**src/rtl/lpta_pkg.sv**
```systemverilog
package lpta_pkg;

  typedef enum logic [3:0] {
    ST_OWN,
    ST_G_STOP,
    ST_G_REQ,
    ST_G_BRIDGE,
    ST_G_GO,
    ST_LISTEN,
    ST_T_WAIT,
    ST_T_GET,
    ST_T_MARK,
    ST_T_STOP
  } taState_e;

  // Which duration the timer loads.
  typedef enum logic [1:0] {
    DUR_LPX,
    DUR_GO4,
    DUR_GET5,
    DUR_WAIT
  } durSel_e;

  // Strobes from control to datapath.
  typedef struct packed {
    logic    load;
    durSel_e sel;
  } tmrStrobe_t;

  localparam logic [1:0] LP_STOP   = 2'b11;
  localparam logic [1:0] LP_REQ    = 2'b10;
  localparam logic [1:0] LP_BRIDGE = 2'b00;

endpackage

```
**src/rtl/lpta_dpath.sv**
```systemverilog
module lpta_dpath
  import lpta_pkg::*;
#(
  parameter int LPX_W   = 8,
  parameter int LPX_MIN = 13
) (
  input  logic             clk,
  input  logic             rstN,
  input  logic [LPX_W-1:0] lpxCycles,
  input  logic [LPX_W:0]   waitCycles,
  input  logic [1:0]       lineIn,
  input  tmrStrobe_t       ctl,
  output logic             expire,
  output logic             reqSeen
);

  localparam int CNT_W = LPX_W + 3;
  localparam logic [CNT_W-1:0] MIN_V = CNT_W'(LPX_MIN);

  logic [CNT_W-1:0] lpxRaw, lpxEff, waitRaw, waitHi, waitEff;
  logic [CNT_W-1:0] dur, remain;
  logic [1:0]       lineQ, lineQPrev;

  // Unit interval with its floor, and the clamped wait.
  always_comb begin
    lpxRaw  = CNT_W'(lpxCycles);
    lpxEff  = (lpxRaw < MIN_V) ? MIN_V : lpxRaw;
    waitRaw = CNT_W'(waitCycles);
    waitHi  = lpxEff << 1;
    if (waitRaw < lpxEff)      waitEff = lpxEff;
    else if (waitRaw > waitHi) waitEff = waitHi;
    else                       waitEff = waitRaw;
  end

  always_comb begin
    unique case (ctl.sel)
      DUR_LPX:  dur = lpxEff;
      DUR_GO4:  dur = lpxEff << 2;
      DUR_GET5: dur = (lpxEff << 2) + lpxEff;
      DUR_WAIT: dur = waitEff;
      default:  dur = lpxEff;
    endcase
  end

  // Countdown: a state loaded with D lasts D cycles.
  always_ff @(posedge clk) begin
    if (!rstN)             remain <= '0;
    else if (ctl.load)     remain <= dur - CNT_W'(1);
    else if (remain != '0) remain <= remain - CNT_W'(1);
  end

  assign expire = (remain == '0);

  // Line sampling and stop-to-request edge detection.
  always_ff @(posedge clk) begin
    if (!rstN) begin
      lineQ     <= LP_STOP;
      lineQPrev <= LP_STOP;
    end else begin
      lineQ     <= lineIn;
      lineQPrev <= lineQ;
    end
  end

  assign reqSeen = (lineQPrev == LP_STOP) && (lineQ == LP_REQ);

  // a loaded wait always sits in the one-to-two unit window
  a_r5_wait_window: assert property (@(posedge clk) disable iff (!rstN)
    (ctl.load && ctl.sel == DUR_WAIT) |=>
      (remain >= $past(lpxEff) - CNT_W'(1)) &&
      (remain <= ($past(lpxEff) << 1) - CNT_W'(1)));

  // a one-unit load never drops below the floor
  a_r3_lpx_floor: assert property (@(posedge clk) disable iff (!rstN)
    (ctl.load && ctl.sel == DUR_LPX) |=> (remain >= MIN_V - CNT_W'(1)));

endmodule

```
**src/rtl/lpta_fsm.sv**
```systemverilog
module lpta_fsm
  import lpta_pkg::*;
#(
  parameter bit OWN_AT_RESET = 1'b1
) (
  input  logic       clk,
  input  logic       rstN,
  input  logic       giveReq,
  input  logic       expire,
  input  logic       reqSeen,
  output tmrStrobe_t tmr,
  output logic [1:0] lineOut,
  output logic       lineOe,
  output logic       dirTx
);

  localparam taState_e RESET_ST = OWN_AT_RESET ? ST_OWN : ST_LISTEN;

  taState_e state, nxt;

  always_ff @(posedge clk) begin
    if (!rstN) state <= RESET_ST;
    else       state <= nxt;
  end

  // Transitions carry a Mealy load strobe for the next state's duration.
  always_comb begin
    nxt      = state;
    tmr.load = 1'b0;
    tmr.sel  = DUR_LPX;
    unique case (state)
      ST_OWN: if (giveReq) begin
        nxt = ST_G_STOP; tmr.load = 1'b1; tmr.sel = DUR_LPX;
      end
      ST_G_STOP: if (expire) begin
        nxt = ST_G_REQ; tmr.load = 1'b1; tmr.sel = DUR_LPX;
      end
      ST_G_REQ: if (expire) begin
        nxt = ST_G_BRIDGE; tmr.load = 1'b1; tmr.sel = DUR_LPX;
      end
      ST_G_BRIDGE: if (expire) begin
        nxt = ST_G_GO; tmr.load = 1'b1; tmr.sel = DUR_GO4;
      end
      ST_G_GO: if (expire) nxt = ST_LISTEN;
      ST_LISTEN: if (reqSeen) begin
        nxt = ST_T_WAIT; tmr.load = 1'b1; tmr.sel = DUR_WAIT;
      end
      ST_T_WAIT: if (expire) begin
        nxt = ST_T_GET; tmr.load = 1'b1; tmr.sel = DUR_GET5;
      end
      ST_T_GET: if (expire) begin
        nxt = ST_T_MARK; tmr.load = 1'b1; tmr.sel = DUR_LPX;
      end
      ST_T_MARK: if (expire) begin
        nxt = ST_T_STOP; tmr.load = 1'b1; tmr.sel = DUR_LPX;
      end
      ST_T_STOP: if (expire) nxt = ST_OWN;
      default: nxt = RESET_ST;
    endcase
  end

  // Moore output decode.
  always_comb begin
    lineOut = LP_STOP;
    lineOe  = 1'b1;
    dirTx   = 1'b0;
    unique case (state)
      ST_OWN, ST_G_STOP:                     dirTx = 1'b1;
      ST_G_REQ:    begin lineOut = LP_REQ;    dirTx = 1'b1; end
      ST_G_BRIDGE, ST_G_GO:
                   begin lineOut = LP_BRIDGE; dirTx = 1'b1; end
      ST_LISTEN, ST_T_WAIT:                  lineOe = 1'b0;
      ST_T_GET:    lineOut = LP_BRIDGE;
      ST_T_MARK:   lineOut = LP_REQ;
      ST_T_STOP:   lineOut = LP_STOP;
      default:     lineOe = 1'b0;
    endcase
  end

  // the driver lets go only out of a bridge driven while owning
  a_r2_release_after_bridge: assert property (@(posedge clk) disable iff (!rstN)
    $fell(lineOe) |-> ($past(lineOut) == LP_BRIDGE && $past(dirTx)));

  // a take starts with the bridge level, without ownership
  a_r6_take_starts_bridge: assert property (@(posedge clk) disable iff (!rstN)
    $rose(lineOe) |-> (lineOut == LP_BRIDGE && !dirTx));

  // ownership follows a stop level that was already driven
  a_r6_own_after_stop: assert property (@(posedge clk) disable iff (!rstN)
    $rose(dirTx) |-> (lineOe && lineOut == LP_STOP &&
                      $past(lineOut) == LP_STOP && $past(lineOe)));

  // owning always means driving
  a_r9_dir_needs_oe: assert property (@(posedge clk) disable iff (!rstN)
    dirTx |-> lineOe);

  // while listening with no request on the line, nothing is driven next
  a_r7_listen_quiet: assert property (@(posedge clk) disable iff (!rstN)
    (state == ST_LISTEN && !reqSeen) |=> !lineOe);

endmodule

```
**src/rtl/lp_turnaround.sv**
```systemverilog
module lp_turnaround
  import lpta_pkg::*;
#(
  parameter int LPX_W        = 8,
  parameter int LPX_MIN      = 13,
  parameter bit OWN_AT_RESET = 1'b1
) (
  input  logic             clk,
  input  logic             rstN,
  input  logic             giveReq,
  input  logic [1:0]       lineIn,
  input  logic [LPX_W-1:0] lpxCycles,
  input  logic [LPX_W:0]   waitCycles,
  output logic [1:0]       lineOut,
  output logic             lineOe,
  output logic             dirTx
);

  tmrStrobe_t tmr;
  logic       expire;
  logic       reqSeen;

  lpta_fsm #(.OWN_AT_RESET(OWN_AT_RESET)) uFsm (
    .clk     (clk),
    .rstN    (rstN),
    .giveReq (giveReq),
    .expire  (expire),
    .reqSeen (reqSeen),
    .tmr     (tmr),
    .lineOut (lineOut),
    .lineOe  (lineOe),
    .dirTx   (dirTx)
  );

  lpta_dpath #(.LPX_W(LPX_W), .LPX_MIN(LPX_MIN)) uDpath (
    .clk        (clk),
    .rstN       (rstN),
    .lpxCycles  (lpxCycles),
    .waitCycles (waitCycles),
    .lineIn     (lineIn),
    .ctl        (tmr),
    .expire     (expire),
    .reqSeen    (reqSeen)
  );

endmodule

```
**config.mk**
```make
export PLATFORM = sky130hd
export DESIGN_NAME = lp_turnaround
export DESIGN_NICKNAME = d
export VERILOG_FILES = /design/src/rtl/lpta_pkg.sv /design/src/rtl/lpta_dpath.sv /design/src/rtl/lpta_fsm.sv /design/src/rtl/lp_turnaround.sv
export SDC_FILE = /design/constraint.sdc
export NUM_CORES = 1
export LEC_CHECK = 0
export BUFFER_PORTS_ARGS = -buffer_cell sky130_fd_sc_hd__buf_2
export CORE_MARGIN = 5
export CORE_UTILIZATION = 63
export CTS_BUF_LIST = sky130_fd_sc_hd__clkbuf_16
export DETAILED_ROUTE_END_ITERATION = 10
export GPL_TIMING_DRIVEN = 0
export HOLD_SLACK_MARGIN = 0.02
export PLACE_DENSITY = 0.85
export RECOVER_POWER = 100
export SLEW_MARGIN = 20
export SYNTH_ARGS = -nofsm -noshare
export SYNTH_HDL_FRONTEND = slang
export SYNTH_SLANG_ARGS = --single-unit
```
**constraint.sdc**
```tcl
create_clock -name clk -period 9.65 [get_ports clk]
set_input_delay 1.4475 -clock clk [delete_from_list [all_inputs] [get_ports clk]]
set_output_delay 1.4475 -clock clk [all_outputs]
set_load 0.02 [all_outputs]
```
==> flow_summary.json <==
{
  "fin_crit_sh_pct": 67.7,
  "critPathLaunchType": "primary input",
  "wl_um": 6000,
  "fmaxAchievable_mhz": 153,
  "htree_levels": 1,
  "synth_mux_area_share_pct": 4.07,
  "setup_slack_ns": 3.12,
  "relSlewSlack_pct": -16.8,
  "final_common_cell": "nand2_1",
  "grt_pass1_vias": 2080,
  "post-route-cell-area_mm2": 0.00258,
  "syn2layout_area_growth_pct": 7.67,
  "reg2reg_depth": 12,
  "dieArea_mm2": 0.00514,
  "cts_tree": "done",
  "final_util_pct": 70.5,
  "synth_ff_type": "dfxtp_1",
  "drc": 0,
  "whs_ns": 0.435,
  "place_inst": 360,
  "clockBufferDepth": 2,
  "layout-drive-gt1-share_pct": 17.7,
  "tightest_slew_ns": 1.74,
  "cp.required_ns": 9.83,
  "grt_pass1_wl_um": 9760,
  "wl_per_cell_um": 16.5,
  "postPlaceCellArea_mm2": 0.00257,
  "antenna_cells": 0,
  "synth_xor_area_share_pct": 3.29,
  "io_pins": 26,
  "die_width_um": 71.7,
  "core-area_mm2": 0.00366,
  "drtAntennaViolNets": 0,
  "gp_congestion": 0.995,
  "netlist_area_mm2": 0.00240,
  "yosys_register_bits": 19,
  "rr_endpoint": "uDpath.remain[10]",
  "yosysUniqueCellTypes": 76,
  "r2r_slack_ns": 4.89,
  "synth_top_family_by_area": "simple AND/OR/NAND/NOR gates",
  "leakagePower_nw": 1.08,
  "hold_class": "reg2reg",
  "stdcell_count": 364,
  "nNetsFinal": 362,
  "cts_setup_buffers": 0,
  "postCtsHoldBufs": 0,
  "syn_nets": 334,
  "initial_utilization_pct": 65.5,
  "synth_fa_ha_area_share_pct": 12.3,
  "setup_viol": 0,
  "cp-startpoint": "lpxCycles[6]",
  "viasPerCell": 6.40,
  "vias": 2329,
  "status": "finished with violations",
  "numPortBuffers": 23,
  "power.density_mw_per_mm2": 216,
  "drv_cap": 1,
  "clkLatencyLatePin_ns": 0.25,
  "power_mw": 0.557,
  "failed_checks": "capacitance limit, slew limit",
  "timing.rr.start": "uDpath.remain[9]",
  "mostFrequentLayoutCells": "nand2_1, buf_2, a21oi_1, ha_1",
  "finalHoldViolations": 0,
  "ctsResizeCount": 0,
  "tns_ns": 0,
  "clock_skew_ns": 0.00105,
  "arrival_ns": 6.71,
  "async_flop_share_pct": 0,
  "cts_root_buf": "clkbuf_16",
  "slew_violations": 8,
  "path_clk_slew_ns": 0.05,
  "die_h_um": 71.7,
  "row_count": 22,
  "crit_end": "uDpath.remain[10]",
  "crit_type": "in2reg",
  "yosys_warnings": 0,
  "antenna_found_initial": 0,
  "irDropWorstVdd_v": 0.000192,
  "grt_overflow_total": 0,
  "synth-compound-area-share_pct": 28.4,
  "grt_max_degree": 12,
  "rsz0062_at_grt": "false",
  "synth_edf_count": 0,
  "syn_inst": 289,
  "synth_seq_area_share_pct": 15.9,
  "clock-sinks": 19,
  "place_ws_ns": 3.62,
  "drt_pass1_iterations": 5,
  "avgSynthCellArea_um2": 8.30,
  "cp-end-kind": "flip-flop",
  "cts_buffers": 3,
  "track_usage_pct": 23.1,
  "yosys.area_share.simple_pct": 29.8,
  "fin_crit_ns": 6.53,
  "cp_max_fo": 8,
  "drt_iter0_markers": 213,
  "dp_hpwl_um": 4780
}
## synth_stat cells (4+ instances only)
library cell,count,area (um^2)
ha_1,22,275
o31ai_1,4,30.0
nor2_1,19,71.3
clkbuf_1,8,30.0
or2_2,4,25.0
dfxtp_1,19,380
nand2_1,25,93.8
xnor2_1,6,52.6
a21oi_1,22,110
nand3_1,7,35.0
mux2i_1,6,60.1
a21boi_0,4,30.0
o21ai_0,9,45.0
nor3_1,6,30.0
a211oi_1,4,30.0
buf_2,4,20.0
inv_1,19,71.3
nand2b_1,7,43.8
## critical path, stage by stage
cell and delay (ns):
clkbuf_1 0.20, nor4_1 0.65, or2_0 0.18, clkbuf_1 0.26, inv_1 0.17, ha_1 0.30, nand2_1 0.04, or3_1 0.31
a221oi_1 0.60, o21bai_1 0.31, a31o_1 0.29, o32ai_1 0.34, ha_1 0.33, a21boi_0 0.20, o2111a_1 0.20, nand3_1 0.18
or4_1 0.56, a21oi_1 0.14
## power by group
group          total, mW  internal [mW]  switching [mW]
Combinational      0.356          0.136           0.221
Clock             0.0827         0.0555          0.0273
Sequential         0.118         0.0995          0.0186
## cell families (layout without fill, tap and decap cells)
group | Yosys count | in the layout
and+or+nand+nor | 108 | 108
AOI/OAI and AO/OA | 88 | 88
buffers and inverters | 33 | 60
adders and majority gates | 23 | 23
DFF | 19 | 19
xor gates and xnor gates | 9 | 9
muxes | 9 | 9
## state kept, by name, summed over array words and instances, names as in the netlist
register	flops
uDpath.lineQPrev	2
uFsm.state	4
uDpath.lineQ	2
uDpath.remain	11
## cell type report
cell class                 count  area, um^2
multi-input combinational    237        1800
fill                         318        1080
sequential                    19         380
timing repair buffer          23         109
buffer                        14        78.8
clock buffer                   3        75.1
inverter                      19        71.3
tap                           48        60.1
clock inverter                 1        5.00
## how the worst min path moves through the flow
stage	from	endpoint	slack (ns)	cells after the start
after detailed placement	uDpath.lineQ[0]	uDpath.lineQPrev[0]	0.43	1
after floorplan	uDpath.lineQ[0]	uDpath.lineQPrev[0]	0.40	1
after global placement	uDpath.lineQ[0]	uDpath.lineQPrev[0]	0.41	1
after global routing	uDpath.lineQ[0]	uDpath.lineQPrev[0]	0.48	1
after CTS	uDpath.lineQ[0]	uDpath.lineQPrev[0]	0.44	1
final	uDpath.lineQ[0]	uDpath.lineQPrev[0]	0.44	1
## routing by layer
metal	up-vias	GRT usage [%]	part of all wire, %
li1	1139	-	-
met1	1103	32.6	46
met2	76	37.3	46
met3	11	1.54	5.9
met4	0	7.52	1.8
met5	-	0	0
Note: power is estimated with default switching activity, not from simulation.
